$ cat src/rtl/seqtg_pkg.sv
package seqtg_pkg;

  typedef enum logic [1:0] {
    PH_IDLE  = 2'd0,
    PH_DELAY = 2'd1,
    PH_RUN   = 2'd2
  } phase_t;

  // Strobes from control to datapath
  typedef struct packed {
    logic restart;   // reload delay, clear counters, pin to idle
    logic advance;   // toggle pin, load next table entry
    logic finish;    // pin to idle, end of run
    logic forceIdle; // pin to idle, timing untouched
    logic run;       // counting enabled
  } seqStrb_t;

endpackage

$ cat src/rtl/seqtg_datapath.sv
module seqtg_datapath
  import seqtg_pkg::*;
#(
  parameter int CNT_W    = 16,
  parameter int DEPTH    = 16,
  parameter int TICK_DIV = 125,
  localparam int ADDR_W  = $clog2(DEPTH)
) (
  input  logic              clk,
  input  logic              rstN,
  input  seqStrb_t          strb,
  input  logic [CNT_W-1:0]  delayTicks,
  input  logic [ADDR_W-1:0] rdIdx,
  input  logic              wrEn,
  input  logic [ADDR_W-1:0] wrAddr,
  input  logic [CNT_W-1:0]  wrData,
  output logic              cmpEvt,
  output logic              pulseOut
);

  localparam int PRE_W = (TICK_DIV > 1) ? $clog2(TICK_DIV) : 1;

  logic [CNT_W-1:0] tbl [DEPTH];
  logic [CNT_W-1:0] cnt;
  logic [CNT_W-1:0] limit;
  logic             tick;

  function automatic logic [CNT_W-1:0] atLeastOne(input logic [CNT_W-1:0] v);
    return (v == '0) ? CNT_W'(1) : v;
  endfunction

  // Interval table, frozen during a run
  always_ff @(posedge clk) begin
    if (wrEn && !strb.run) tbl[wrAddr] <= wrData;
  end

  // Tick prescaler: variant chosen by TICK_DIV
  generate
    if (TICK_DIV > 1) begin : g_pre
      logic [PRE_W-1:0] preCnt;
      always_ff @(posedge clk) begin
        if (!rstN || strb.restart) preCnt <= '0;
        else if (strb.run)
          preCnt <= (preCnt == PRE_W'(TICK_DIV - 1)) ? '0 : preCnt + 1'b1;
      end
      assign tick = strb.run && (preCnt == PRE_W'(TICK_DIV - 1));
    end else begin : g_nopre
      assign tick = strb.run;
    end
  endgenerate

  assign cmpEvt = tick && (cnt == limit - CNT_W'(1));

  always_ff @(posedge clk) begin
    if (!rstN) begin
      cnt   <= '0;
      limit <= CNT_W'(1);
    end else if (strb.restart) begin
      cnt   <= '0;
      limit <= atLeastOne(delayTicks);
    end else if (strb.advance) begin
      cnt   <= '0;
      limit <= atLeastOne(tbl[rdIdx]);
    end else if (cmpEvt) begin
      cnt   <= '0;
    end else if (tick) begin
      cnt   <= cnt + CNT_W'(1);
    end
  end

  always_ff @(posedge clk) begin
    if (!rstN) pulseOut <= 1'b1;
    else if (strb.restart || strb.finish || strb.forceIdle) pulseOut <= 1'b1;
    else if (strb.advance) pulseOut <= ~pulseOut;
  end

  AST_CNT_IN_LIMIT: assert property (@(posedge clk) disable iff (!rstN)
    strb.run |-> (cnt < limit && limit != '0));

  AST_TABLE_FROZEN: assert property (@(posedge clk) disable iff (!rstN)
    (strb.run && wrEn) |=> tbl[$past(wrAddr)] == $past(tbl[wrAddr]));

endmodule

$ cat src/rtl/seqtg_ctrl.sv
module seqtg_ctrl
  import seqtg_pkg::*;
#(
  parameter int DEPTH   = 16,
  localparam int ADDR_W = $clog2(DEPTH)
) (
  input  logic              clk,
  input  logic              rstN,
  input  logic              start,
  input  logic [ADDR_W:0]   entryCount,
  input  logic              forceIdle,
  input  logic              cmpEvt,
  output seqStrb_t          strb,
  output logic [ADDR_W-1:0] rdIdx,
  output phase_t            phase,
  output logic              done
);

  logic [ADDR_W:0] idx;
  logic [ADDR_W:0] len;
  logic [ADDR_W:0] lenClamped;

  assign lenClamped = (entryCount > (ADDR_W+1)'(DEPTH)) ? (ADDR_W+1)'(DEPTH) : entryCount;
  assign rdIdx      = idx[ADDR_W-1:0];

  always_comb begin
    strb           = '0;
    strb.forceIdle = forceIdle;
    strb.run       = (phase != PH_IDLE);
    if (start) begin
      strb.restart = 1'b1;
    end else if (phase != PH_IDLE && cmpEvt) begin
      if (idx == len) strb.finish  = 1'b1;
      else            strb.advance = 1'b1;
    end
  end

  always_ff @(posedge clk) begin
    if (!rstN) begin
      phase <= PH_IDLE;
      idx   <= '0;
      len   <= '0;
      done  <= 1'b0;
    end else begin
      done <= strb.finish;
      if (strb.restart) begin
        phase <= PH_DELAY;
        idx   <= '0;   // stale position of an aborted run is dropped
        len   <= lenClamped;
      end else if (strb.finish) begin
        phase <= PH_IDLE;
      end else if (strb.advance) begin
        phase <= PH_RUN;
        idx   <= idx + 1'b1;
      end
    end
  end

  AST_DONE_SINGLE: assert property (@(posedge clk) disable iff (!rstN)
    done |=> !done);

  AST_IDX_BOUND: assert property (@(posedge clk) disable iff (!rstN)
    (phase != PH_IDLE) |-> (idx <= len && len <= (ADDR_W+1)'(DEPTH)));

endmodule

$ cat src/rtl/seqToggleGen.sv
module seqToggleGen
  import seqtg_pkg::*;
#(
  parameter int CNT_W    = 16,
  parameter int DEPTH    = 16,
  parameter int TICK_DIV = 125,
  localparam int ADDR_W  = $clog2(DEPTH)
) (
  input  logic              clk,
  input  logic              rstN,
  input  logic              start,
  input  logic [CNT_W-1:0]  delayTicks,
  input  logic [ADDR_W:0]   entryCount,
  input  logic              forceIdle,
  input  logic              wrEn,
  input  logic [ADDR_W-1:0] wrAddr,
  input  logic [CNT_W-1:0]  wrData,
  output logic              pulseOut,
  output logic              done
);

  seqStrb_t          strb;
  phase_t            phase;
  logic              cmpEvt;
  logic [ADDR_W-1:0] rdIdx;

  seqtg_ctrl #(.DEPTH(DEPTH)) uCtrl (
    .clk(clk), .rstN(rstN), .start(start), .entryCount(entryCount),
    .forceIdle(forceIdle), .cmpEvt(cmpEvt), .strb(strb), .rdIdx(rdIdx),
    .phase(phase), .done(done)
  );

  seqtg_datapath #(.CNT_W(CNT_W), .DEPTH(DEPTH), .TICK_DIV(TICK_DIV)) uData (
    .clk(clk), .rstN(rstN), .strb(strb), .delayTicks(delayTicks),
    .rdIdx(rdIdx), .wrEn(wrEn), .wrAddr(wrAddr), .wrData(wrData),
    .cmpEvt(cmpEvt), .pulseOut(pulseOut)
  );

  AST_IDLE_LEVEL: assert property (@(posedge clk) disable iff (!rstN)
    (phase == PH_IDLE) |-> pulseOut);

  AST_FIRST_ACTIVE: assert property (@(posedge clk) disable iff (!rstN)
    (phase == PH_DELAY && strb.advance && !forceIdle) |=> !pulseOut);

  AST_RESTART_IDLE: assert property (@(posedge clk) disable iff (!rstN)
    start |=> (pulseOut && phase == PH_DELAY));

  AST_FORCE_IDLE: assert property (@(posedge clk) disable iff (!rstN)
    forceIdle |=> pulseOut);

endmodule

$ cat config.mk
export PLATFORM = sky130hd
export DESIGN_NAME = seqToggleGen
export DESIGN_NICKNAME = d
export VERILOG_FILES = /design/src/rtl/seqtg_pkg.sv /design/src/rtl/seqtg_datapath.sv /design/src/rtl/seqtg_ctrl.sv /design/src/rtl/seqToggleGen.sv
export SDC_FILE = /design/constraint.sdc
export NUM_CORES = 1
export LEC_CHECK = 0
export BUFFER_PORTS_ARGS = -buffer_cell sky130_fd_sc_hd__buf_2
export CORE_ASPECT_RATIO = 0.9
export CORE_MARGIN = 2
export CORE_UTILIZATION = 50
export DETAILED_ROUTE_END_ITERATION = 8
export PLACE_DENSITY_LB_ADDON = 0.2
export SLEW_MARGIN = 0
export SYNTH_ARGS = -nofsm -noshare
export SYNTH_HDL_FRONTEND = slang
export SYNTH_HIERARCHICAL = 1
export SYNTH_SLANG_ARGS = --single-unit
$ cat constraint.sdc
create_clock -name clk -period 5.74 [get_ports clk]
set_clock_uncertainty 0.05 [all_clocks]
set_input_delay 0.287 -clock clk [delete_from_list [all_inputs] [get_ports clk]]
set_output_delay 0.287 -clock clk [all_outputs]
set_load 0.1 [all_outputs]
==> flow_summary.toml <==
[synth]
synth_fa_ha_area_share_pct = 0.485
ys.flop_type = "edfxtp_1"
muxShareOfSynthArea_pct = 13.1
synth_compound_area_share_pct = 4.64
synthesis.nets = 862
synth_cells = 811
seq_area_frac_synth_pct = 67.8
synth-seq-cells = 309
yosysWarnings = 6
ys_types = 58
yosys.area_share.simple_pct = 8.97
synth_edf_count = 256
synthArstFlopShare_pct = 0
syn_area_um2 = 12900
synth-xor-area-share_pct = 3.04
synth_top_family_by_area = "multiplexers"
synth_area_per_cell_um2 = 15.9

[detailed_routing]
num_vias = 7298
first_pass_iters = 5
wire_per_inst_um = 23.0
viasPerCell = 5.85
wl_mm = 28.7
drtAntennaViolNets = 0
drt_iter0_drc = 547
drc_errors = 0

[die]
initial_core_util_pct = 51.1
fp-row-count = 55
dieArea_um2 = 27100
core_area_um2 = 25300
num_io_pins = 48
die_w_um = 173
die-height_um = 156

[power_and_ir_drop]
pwr-share-clk_pct = 47.8
p_switching_w = 0.000985
swShare_pct = 19.6
p_leak_nw = 4.86
internal-power_w = 0.00404
peakVddDrop_uv = 318
pwr-share-seq_pct = 49.1
power.density_nw_per_um2 = 337
combPwrFrac_pct = 3.1

[cells_and_area]
syn_to_final_growth_pct = 15.6
final_util_pct = 59.1
fin_nets = 931
antenna_cells = 0
drive_gt1_share_pct = 24.9

[clock_tree]
worstSkewPairLatency_ns = 0.57
clock_tree.root_cell = "clkbuf_16"
cts_sinks = 309
htreeDepth = 1
cts_resized = 0
cts_setup_buffers = 0
cts.path.max_buffers = 3
tritoncts = "done"
cts_buffers = 31
clk_pin_slew_worst_paths_ns = 0.06

[global_routing]
grt_pass1_wl_mm = 44.1
grt_pass1_vias = 7454
grt_max_degree = 43
antenna_found_initial = 0
gr-usage-all-layers_pct = 21.6
globalRouteOverflowTotal = 0

[timing]
tns_ns = 0
setup_viol = 0
worst_pin_slew_ns = 1.23
max_freq_ghz = 0.244
slew_viol_final = 0
hold_viol_final = 0
post-route-period-util_pct = 71.4
slew_headroom_pct = 17.9
grt_setup_unrepaired = "no"
post-route-min-period_ns = 4.10

[worst_setup_path]
worstPathMaxFanout = 15
r2r_end = "uData/limit[2]"
r2r-start = "uData/limit[2]"
path_class = "reg -> reg"
critPathRequiredTime_ns = 6.16
cp.arrival_ns = 4.51
end_kind = "register"
reg2reg_slack_ns = 1.64
reg2regPathDepth = 13
start_kind = "register"

[place]
dp_hpwl_mm = 17.3
port_buffers = 47
finalWeightedCongestion = 0.844

[min_path]
min_from = "delayTicks[8]"
hp-class = "in -> reg"
min_delay_path_depth = 4
hold-path-endpoint = "uData/limit[8]"

[job]
maxCapViolCount = 0

[status]
status = "finished clean"
==> cell usage in the layout (no fill, tap or decap), drive strengths merged, types with 17 or more instances in the layout <==
cell	count
nor3	17
mux2i	24
edfxtp	256
clkbuf	33
buf	71
xor2	24
o21ai	17
xnor2	20
and2	18
dfxtp	53
a22oi	34
nand2	63
nor2	41
nor4	19
mux4	64
a21oi	23
==> layout make-up <==
cell class	instances	area [µm²]
Fill cell	1942	10300
Sequential cell	309	8750
Multi-Input combinational cell	447	3960
Clock buffer	33	783
Timing Repair Buffer	80	505
Clock inverter	25	457
Tap cell	342	428
Inverter	11	41.3
==> power groups by stage <==
stage	logic, W	registers, W	clock network (W)
2_1_floorplan	0.0000830	0.00251	0
3_3_place_gp	0.000144	0.00251	0
3_5_place_dp	0.000151	0.00251	0
4_1_cts	0.000156	0.00247	0.00244
5_1_grt	0.000173	0.00247	0.00253
6_report	0.000157	0.00247	0.00240
==> critical path, stage by stage, from the launching register on <==
cell and delay, ns:
dfxtp_1 0.38, or4_1 0.71, o31a_1 0.36, nor3_1 0.23
nor3_2 0.09, nor4_4 0.29, and2_1 0.20, nor2b_1 0.28
nand2_4 0.12, a21oi_4 0.50, buf_4 0.28, mux2i_1 0.21
o21ai_0 0.10, and2_1 0.19
==> per-stage QoR <==
stage	instances	hold slack, ns	setup slack (ns)	instance area [µm²]	power [W]
floorplan	811	0.336	1.80	12900	0.00259
global placement	1180	0.418	1.82	13600	0.00266
detailed placement	1180	0.431	1.70	13600	0.00267
CTS	1247	0.00346	1.69	14900	0.00507
global route	1247	0.0335	1.32	14900	0.00517
finish	1247	0.0156	1.64	14900	0.00503
==> cell families (layout without fill, tap and decap cells) <==
| family | Yosys count | after routing |
|---|---|---|
| and+or+nand+nor | 220 | 220 |
| buffers and inverters | 55 | 149 |
| DFF | 309 | 309 |
| muxes | 89 | 89 |
| xor gates and xnor gates | 44 | 44 |
| adders and majority gates | 5 | 5 |
| AOI/OAI and AO/OA | 89 | 89 |
==> layer usage <==
layer | GRT usage, % | vias up | routed length [µm]
li1 | - | 3293 | -
met1 | 28.8 | 3725 | 12400
met2 | 36.7 | 224 | 13700
met3 | 4.11 | 56 | 1700
met4 | 6.05 | 0 | 799
met5 | 0 | - | 0
==> state kept, by name (all words and copies together), names as in the netlist <==
register and count:
uCtrl/phase 2, uData/g_pre.preCnt 7, uData/cnt 16, uData/pulseOut 1
uData/limit 16, uCtrl/len 5, uCtrl/idx 5, uCtrl/done 1
uData/tbl 256
==> Yosys cell counts (all sizes together), types with 2 or more instances <==
cell,instances,area (µm²)
a211o,2,18.8
a211oi,3,22.5
a21oi,23,130
a22oi,34,255
and2,18,113
buf,19,120
clkbuf,25,93.8
dfxtp,53,1060
edfxtp,256,7690
ha,5,62.6
inv,11,41.3
mux2i,24,240
mux4,64,1440
nand2,63,244
nand2b,12,75.1
nand3,11,55.1
nand3b,2,15.0
nand4,9,56.3
nor2,41,154
nor2b,12,75.1
nor3,17,113
nor4,19,134
nor4b,2,17.5
o21ai,17,85.1
or2,3,18.8
or3,2,12.5
or4,3,26.3
xnor2,20,175
xor2,24,218
==> worst max-delay path by stage <==
stage / from / end
floorplan: uData/limit[3] / uData/cnt[6]
global placement: uData/limit[2] / uData/limit[5]
detailed placement: uData/limit[2] / uData/limit[2]
CTS: uData/limit[2] / uData/limit[2]
global route: uData/limit[6] / uData/limit[5]
finish: uData/limit[2] / uData/limit[2]
==> repair_timing <==
item / in CTS / in global routing
hold buffers: 9 / 0
endpoints found under the hold margin: 9 / 0
setup endpoints to repair: 0 / 0
Power figures use the tool's default switching activity.
